===== config.mk =====
export PLATFORM = sky130hd
export DESIGN_NAME = boot_seq_ctrl
export DESIGN_NICKNAME = d
export VERILOG_FILES = /design/src/rtl/boot_seq_pkg.sv /design/src/rtl/boot_next_state.sv /design/src/rtl/boot_out_reg.sv /design/src/rtl/boot_err_latch.sv /design/src/rtl/boot_seq_ctrl.sv
export SDC_FILE = /design/constraint.sdc
export NUM_CORES = 1
export LEC_CHECK = 0
export ABC_AREA = 1
export BUFFER_PORTS_ARGS = -buffer_cell sky130_fd_sc_hd__buf_4
export CAP_MARGIN = 10
export CELL_PAD_IN_SITES_DETAIL_PLACEMENT = 0
export CELL_PAD_IN_SITES_GLOBAL_PLACEMENT = 2
export CORE_MARGIN = 5
export CORE_UTILIZATION = 21
export CTS_CLUSTER_SIZE = 16
export DETAILED_ROUTE_END_ITERATION = 6
export PLACE_DENSITY_LB_ADDON = 0.2
export SYNTH_ARGS = -nofsm -noshare
export SYNTH_HDL_FRONTEND = slang
export SYNTH_SLANG_ARGS = --single-unit

===== constraint.sdc =====
create_clock -name clk -period 0.9 [get_ports clk]
set_input_delay 0.18 -clock clk [delete_from_list [all_inputs] [get_ports clk]]
set_output_delay 0.18 -clock clk [all_outputs]
set_load 0.005 [all_outputs]

===== src/rtl/boot_seq_pkg.sv =====
`timescale 1ns/1ps
package boot_seq_pkg;
  localparam int unsigned STATE_W = 3;

  typedef enum logic [STATE_W-1:0] {
    BS_IDLE  = 3'd0,
    BS_FUSE  = 3'd1,
    BS_FWRST = 3'd2,
    BS_WAIT  = 3'd3,
    BS_DONE  = 3'd4
  } bs_state_e;

  typedef struct packed {
    logic fuse_en;
    logic fw_rst;
    logic done;
  } bs_outs_t;

  // True for the five named codes only.
  function automatic logic bs_is_named(input logic [STATE_W-1:0] s);
    return (s <= 3'(BS_DONE));
  endfunction

  // Output pattern of a state; unnamed codes drive all outputs low.
  function automatic bs_outs_t bs_decode(input logic [STATE_W-1:0] s);
    bs_outs_t o;
    o.fuse_en = (s == 3'(BS_FUSE));
    o.fw_rst  = (s == 3'(BS_FWRST));
    o.done    = (s == 3'(BS_DONE));
    return o;
  endfunction
endpackage


===== src/rtl/boot_next_state.sv =====
`timescale 1ns/1ps
module boot_next_state
  import boot_seq_pkg::*;
(
  input  logic               clk,
  input  logic               rst_n,
  input  logic [STATE_W-1:0] state_q,
  input  logic               fuse_done_i,
  input  logic               fw_req_i,
  input  logic               go_i,
  output logic [STATE_W-1:0] state_d,
  output logic               illegal_o
);
  assign illegal_o = !bs_is_named(state_q);

  always_comb begin
    case (state_q)
      3'(BS_IDLE):  state_d = 3'(BS_FUSE);
      3'(BS_FUSE):  state_d = fuse_done_i ? 3'(BS_FWRST) : 3'(BS_FUSE);
      3'(BS_FWRST): state_d = 3'(BS_WAIT);
      3'(BS_WAIT): begin
        if (fw_req_i)  state_d = 3'(BS_FWRST);
        else if (go_i) state_d = 3'(BS_DONE);
        else           state_d = 3'(BS_WAIT);
      end
      3'(BS_DONE):  state_d = 3'(BS_DONE);
      default:      state_d = 3'(BS_IDLE);
    endcase
  end

  // FUSE holds without fuse_done (unless an upset replaces the code)
  p_fuse_hold_r3: assert property (@(posedge clk) disable iff (!rst_n)
    (state_q == 3'(BS_FUSE) && !fuse_done_i) |=> (state_q == 3'(BS_FUSE) || illegal_o));

  // FW_RST lasts one cycle, then WAIT
  p_fwrst_single_r4: assert property (@(posedge clk) disable iff (!rst_n)
    (state_q == 3'(BS_FWRST)) |=> (state_q == 3'(BS_WAIT) || illegal_o));

  // DONE is terminal
  p_done_terminal_r6: assert property (@(posedge clk) disable iff (!rst_n)
    (state_q == 3'(BS_DONE)) |=> (state_q == 3'(BS_DONE) || illegal_o));

  // unnamed code recovers to IDLE on the next edge
  p_illegal_to_idle_r7: assert property (@(posedge clk) disable iff (!rst_n)
    illegal_o |=> (state_q == 3'(BS_IDLE)));
endmodule


===== src/rtl/boot_out_reg.sv =====
`timescale 1ns/1ps
module boot_out_reg
  import boot_seq_pkg::*;
(
  input  logic               clk,
  input  logic               rst_n,
  input  logic [STATE_W-1:0] state_d,
  output bs_outs_t           outs_q
);
  always_ff @(posedge clk or negedge rst_n) begin
    if (!rst_n) outs_q <= '0;
    else        outs_q <= bs_decode(state_d);
  end

  // the firmware-reset pulse is never longer than one cycle
  p_fw_pulse_r4: assert property (@(posedge clk) disable iff (!rst_n)
    outs_q.fw_rst |=> !outs_q.fw_rst);

  // at most one phase output is active
  p_outs_onehot_r9: assert property (@(posedge clk) disable iff (!rst_n)
    $onehot0({outs_q.fuse_en, outs_q.fw_rst, outs_q.done}));
endmodule


===== src/rtl/boot_err_latch.sv =====
`timescale 1ns/1ps
module boot_err_latch (
  input  logic clk,
  input  logic rst_n,
  input  logic illegal_i,
  output logic err_q
);
  always_ff @(posedge clk or negedge rst_n) begin
    if (!rst_n)         err_q <= 1'b0;
    else if (illegal_i) err_q <= 1'b1;
  end

  // flag is sticky
  p_err_sticky_r8: assert property (@(posedge clk) disable iff (!rst_n)
    err_q |=> err_q);

  // an unnamed code sets the flag on the next edge
  p_err_set_r7: assert property (@(posedge clk) disable iff (!rst_n)
    illegal_i |=> err_q);
endmodule


===== src/rtl/boot_seq_ctrl.sv =====
`timescale 1ns/1ps
module boot_seq_ctrl
  import boot_seq_pkg::*;
(
  input  logic               clk,
  input  logic               rst_n,
  input  logic               fuse_done_i,
  input  logic               fw_req_i,
  input  logic               go_i,
  output logic [STATE_W-1:0] state_o,
  output logic               fuse_en_o,
  output logic               fw_rst_o,
  output logic               boot_done_o,
  output logic               illegal_err_o
);
  logic [STATE_W-1:0] state_q;
  logic [STATE_W-1:0] state_d;
  logic               illegal_w;
  bs_outs_t           outs_q;

  boot_next_state u_next (
    .clk         (clk),
    .rst_n       (rst_n),
    .state_q     (state_q),
    .fuse_done_i (fuse_done_i),
    .fw_req_i    (fw_req_i),
    .go_i        (go_i),
    .state_d     (state_d),
    .illegal_o   (illegal_w)
  );

  always_ff @(posedge clk or negedge rst_n) begin
    if (!rst_n) state_q <= 3'(BS_IDLE);
    else        state_q <= state_d;
  end

  boot_out_reg u_outs (
    .clk     (clk),
    .rst_n   (rst_n),
    .state_d (state_d),
    .outs_q  (outs_q)
  );

  boot_err_latch u_err (
    .clk       (clk),
    .rst_n     (rst_n),
    .illegal_i (illegal_w),
    .err_q     (illegal_err_o)
  );

  assign state_o     = state_q;
  assign fuse_en_o   = outs_q.fuse_en;
  assign fw_rst_o    = outs_q.fw_rst;
  assign boot_done_o = outs_q.done;

  // registered outputs agree with the named state
  p_outs_match_r9: assert property (@(posedge clk) disable iff (!rst_n)
    !illegal_w |-> (fuse_en_o == (state_q == 3'(BS_FUSE)) &&
                    fw_rst_o  == (state_q == 3'(BS_FWRST)) &&
                    boot_done_o == (state_q == 3'(BS_DONE))));

  // IDLE is left on the next edge
  p_idle_leaves_r2: assert property (@(posedge clk) disable iff (!rst_n)
    (state_q == 3'(BS_IDLE)) |=> (state_q == 3'(BS_FUSE) || illegal_w));
endmodule


After elaboration in Yosys (flattened, before gate mapping)
Index checks and enable logic that the tools add are counted.
{ "totals": {"inputBits": 5, "ff_bits": 7} }
{ "op_classes": {"muxes": 4, "magnitude_cmp": 1, "reduce_logical": 1, "eq_ne": 7} }
{ "ops": {"columns": ["operator", "count"], "rows": [
  ["3-bit one-hot mux with 5 select lines", 1],
  ["3-bit by 2-bit == test with 1-bit output (second input constant)", 3],
  ["3-bit by 1-bit == test with 1-bit output (second input constant)", 2],
  ["3-bit == test (second input constant)", 2],
  ["3-bit 2-to-1 mux", 2],
  ["3-bit less-or-equal comparator (second input constant)", 1],
  ["3-bit zero test", 1],
  ["2-bit 2-to-1 mux", 1]
]} }

Longest topological paths before layout
{ "logic_depth": {"depth_word": 4, "ltp_mapped": 5, "ltp_nobuf": 5} }

By module
A second synthesis with hierarchy kept.
{ "hier_totals": {"cells_unflattened": 38, "area_unflattened_um2": 299.0} }
{ "modules_own_cells": {"columns": ["module", "n_inst", "area_per_inst_um2", "cells_each"], "rows": [
  ["boot_out_reg", 1, 105.1, 11],
  ["boot_next_state", 1, 82.6, 20],
  ["boot_seq_ctrl", 1, 75.1, 3],
  ["boot_err_latch", 1, 36.3, 4]
]} }

Least setup slack after synthesis
Ideal clock, no wire load.
{ "synth_timing": {"path_type": "reg2reg", "from": "register state_q[2], in the netlist state_o[2]", "to": "register u_outs.outs_q[2] (netlist name)", "setup_time_ns": 0.071, "path_buffers": 0, "setup_slack_ns": -0.004, "arrival_time_ns": 0.833, "path_stages_with_launch": 6, "required_ns": 0.829, "cell_sequence": "dfrtp_1 -> inv_1 -> nand3_1 -> nor2_1 -> nor2_1 -> nor2_1"} }
{ "synth_between": {"elab_chain_cells": 3, "elab_cells_between_ends": 7, "classes_between": "eq/ne: 5; mux: 1; reduce/logical: 1"} }
{ "synth_rtl": {"columns": ["item", "line_no", "text"], "rows": [
  ["start: declaration", "boot_seq_ctrl.sv:16", "logic [STATE_W-1:0] state_q;"],
  ["start signal: assignment", "boot_seq_ctrl.sv:33", "if (!rst_n) state_q <= 3'(BS_IDLE);"],
  ["start signal: assignment", "boot_seq_ctrl.sv:34", "else state_q <= state_d;"],
  ["3-bit == test (tied with other cells)", "boot_next_state.sv:17", "case (state_q)"],
  ["3-bit one-hot mux with 5 select lines *", "boot_next_state.sv:17", null],
  ["3-bit by 1-bit == test with 1-bit output *", "boot_seq_pkg.sv:27", "o.fuse_en = (s == 3'(BS_FUSE));"]
]} }
Every way passes the cells marked *; elsewhere a longest branch is shown, timed or not.
A chain may end at the register's enable or synchronous reset.

Final worst setup path
{ "layout_timing": {"from": "register state_q[2], in the netlist state_o[2]", "to": "output state_o[2]"} }
{ "layout_rtl": {"columns": ["item", "line_no", "text"], "rows": [
  ["end: declaration", "boot_seq_ctrl.sv:10", "output logic [STATE_W-1:0] state_o,"]
]} }
No word-level cell between the ends.

==> out/results.txt <==
Area fraction of the dominant cell type after synthesis -> 55.6%
Slew @ Worst Pin -> 0.161 ns
Peak supply drop -> 0.000259 V
Core Util, Final -> 38.4%
Metal-1 WL -> 401 µm
Worst r2r dst -> u_outs.outs_q[2]
PortBufs -> 11
Hold path startpoint -> go_i
Syn nets -> 44
Most common cell after layout, fill and taps aside -> buf_4
Die X-Extent -> 48.8 µm
Register area -> 178 µm²
Part of the power in registers -> 49.9%
First-pass detailed-route iteration total -> 4
Nets -> 68
Post-synthesis sequential area ratio -> 55.6%
Fillers -> 165
Crit start category -> flop
Die Span Y -> 48.8 µm
CTS tree -> yes
GP Congestion -> 0.767
CTS H-tree depth -> 1
Max FO, Critical Path -> 2
Leakage -> 0.286 nW
Max frequency -> 954 MHz
Largest net degree at the start of global routing -> 8
Int Pwr -> 500 µW
Pwr/cell area -> 1120 mW/mm²
Number of remaining DRC errors -> 0
Clock sink count -> 7
Multi-input gate area -> 143 µm²
Synthesized area -> 315 µm²
Core ar. -> 0.00147 mm²
Max Slew Vio Count -> 0
Unrepaired setup endpoints after global routing -> yes
Final antenna-violating net count -> 0
Xor/xnor share of the synthesized area -> 0%
CTS root buffer -> clkbuf_4
Ant diodes -> 0
FF-to-FF setup slack -> -0.10 ns
Setup violators final -> 11
Largest family of logic cells by synthesized area -> simple AND/OR/NAND/NOR gates
Met2 routed WL -> 417 µm
Clock Skew -> 0.00111 ns
Synth Area in Compound Gates -> 7.14%
Worst R2R Start -> state_o[0]
CP required -> 0.72 ns
Global-route wire length before repair -> 1400 µm
Most frequent cells in the layout -> buf_4 (10), nand2_1 (8), nor2_1 (8), buf_6 (8), dfrtp_1 (5)
Total global-route track usage -> 7.77%
Worst-Skew Late Latency -> 0.25 ns
Max layer used -> met4
Post-DP HPWL -> 673 µm
Clock Power Share -> 44.8%
Top Ports -> 12
Initial Utilization -> 21.4%
Slew HR -> 89.3%
Number of global-route vias before repair -> 340
Adder-Cell Fraction of Synth Area -> 0%
Hold path endpoint -> u_outs.outs_q[0]
Path depth of the worst reg2reg path -> 5
Combinational Power Share -> 5.3%
Final hold viol count -> 0
Layout cells sized above 1 -> 43.5%
Clock tree buffer depth -> 2
Final min period -> 1.05 ns
Post-Synthesis Cells -> 39
Post-Synth Simple-Gate Area -> 31.3%
GRT overflow -> 0
Synth top area cells -> dfrtp_1 (56%), nand2_1 (9.5%), nor2_1 (9.5%)
P_sw -> 131 µW
Worst hold path stage count -> 3
Routed met3 length -> 64 µm
Vias per cell -> 4.42
Die Area -> 0.00238 mm²
Yosys cell types -> 10
WS Path Type -> reg -> out
Switching Fraction -> 20.8%
Post-synthesis mux area share -> 0%
Initial drt markers -> 3
Tcrit/Tclk final -> 116%
Avg Inst Size Synth -> 8.08 µm²
Area leader, netlist -> dfrtp_1
Synthesized flop and latch total -> 7
Initial antenna violation count -> 0
CTS clk-pin slew, worst paths -> 0.05 ns
Syn-to-layout area delta -> 79.4%
Failing checks -> setup timing
Routed wire length -> 895 µm
Total number of vias -> 345
Final setup margin -> -0.148 ns
Pre-CTS setup slack -> -0.0772 ns
Worst Hold Class -> in -> reg
Arr. time, crit path -> 0.87 ns
Rows -> 14
Max cap viols -> 0
Num CTS Buffers -> 3
Per-cell routed wire length -> 11.5 µm
Setup crit end kind -> output pin
YS warnings -> 0
Status -> finished with violations
==> per-stage QoR <==
stage / std cells / total power, mW / hold slack (ns) / area [µm²] / setup TNS, ns
4_1_cts: 77 / 0.652 / 0.229 / 544 / -0.756
5_1_grt: 78 / 0.662 / 0.262 / 566 / -1.13
6_report: 78 / 0.631 / 0.237 / 566 / -0.588
3_5_place_dp: 68 / 0.349 / -0.00282 / 433 / -0.151
3_3_place_gp: 68 / 0.348 / -0.00700 / 433 / -0.103
2_1_floorplan: 39 / 0.326 / -0.116 / 315 / 0
==> registers in the layout, summed over array words and instances, names as in the netlist <==
signal / flops
state_o: 3
u_err.err_q: 1
u_outs.outs_q: 3
==> area by class of cell <==
class	instances	area share [%]
flip-flops and latches	7	31.4
well taps	16	3.54
repair buffers	19	31.0
multi-input cells	27	25.2
inverters	5	4.20
clock buffers	4	4.65
==> metal layers <==
layer	vias to the layer above	GRT usage [%]
li1	173	-
met1	157	9.23
met2	13	10.2
met3	2	3.68
met4	0	6.73
met5	-	0
==> synth_stat cells <==
library cell	number
nand3_1	4
nand2_2	1
a21oi_1	1
dfrtp_1	7
nor2_1	8
o21bai_1	1
nand2_1	8
o21ai_0	2
nand4_1	2
inv_1	5
==> how the worst max path moves through the flow <==
stage	start	cells after the start	endpoint	slack [ns]
2_1_floorplan	state_o[0]	5	u_outs.outs_q[1]	0.02
3_3_place_gp	state_o[0]	5	u_outs.outs_q[1]	-0.06
3_5_place_dp	state_o[0]	5	u_outs.outs_q[1]	-0.08
4_1_cts	state_o[2]	2	state_o[2]	-0.17
5_1_grt	state_o[2]	2	state_o[2]	-0.18
6_report	state_o[2]	2	state_o[2]	-0.15
==> power groups by stage <==
stage               Combinational, mW  Clock (mW)  Sequential, mW
CTS                            0.0336       0.304           0.315
global placement               0.0280           0           0.320
detailed placement             0.0290           0           0.320
finish                         0.0332       0.283           0.315
floorplan                     0.00513           0           0.321
global route                   0.0379       0.310           0.315
==> critical path, stage by stage, from the launching register on <==
cell and delay (ns):
dfrtp_1 0.39, buf_6 0.12, buf_6 0.10
==> repair_timing <==
item | CTS | global route
hold endpoints to repair | 7 | 0
buffers inserted | 4 | 1
setup endpoints to repair | 10 | 14
hold buffers | 1 | 0
resized for setup | 15 | 3
pin swaps | 2 | 3
==> cell families after synthesis <==
family | after synthesis
DFF | 7
buffers and inverters | 5
AOI/OAI and AO/OA | 4
and+or+nand+nor | 23
(Power assumes the default switching activity.)
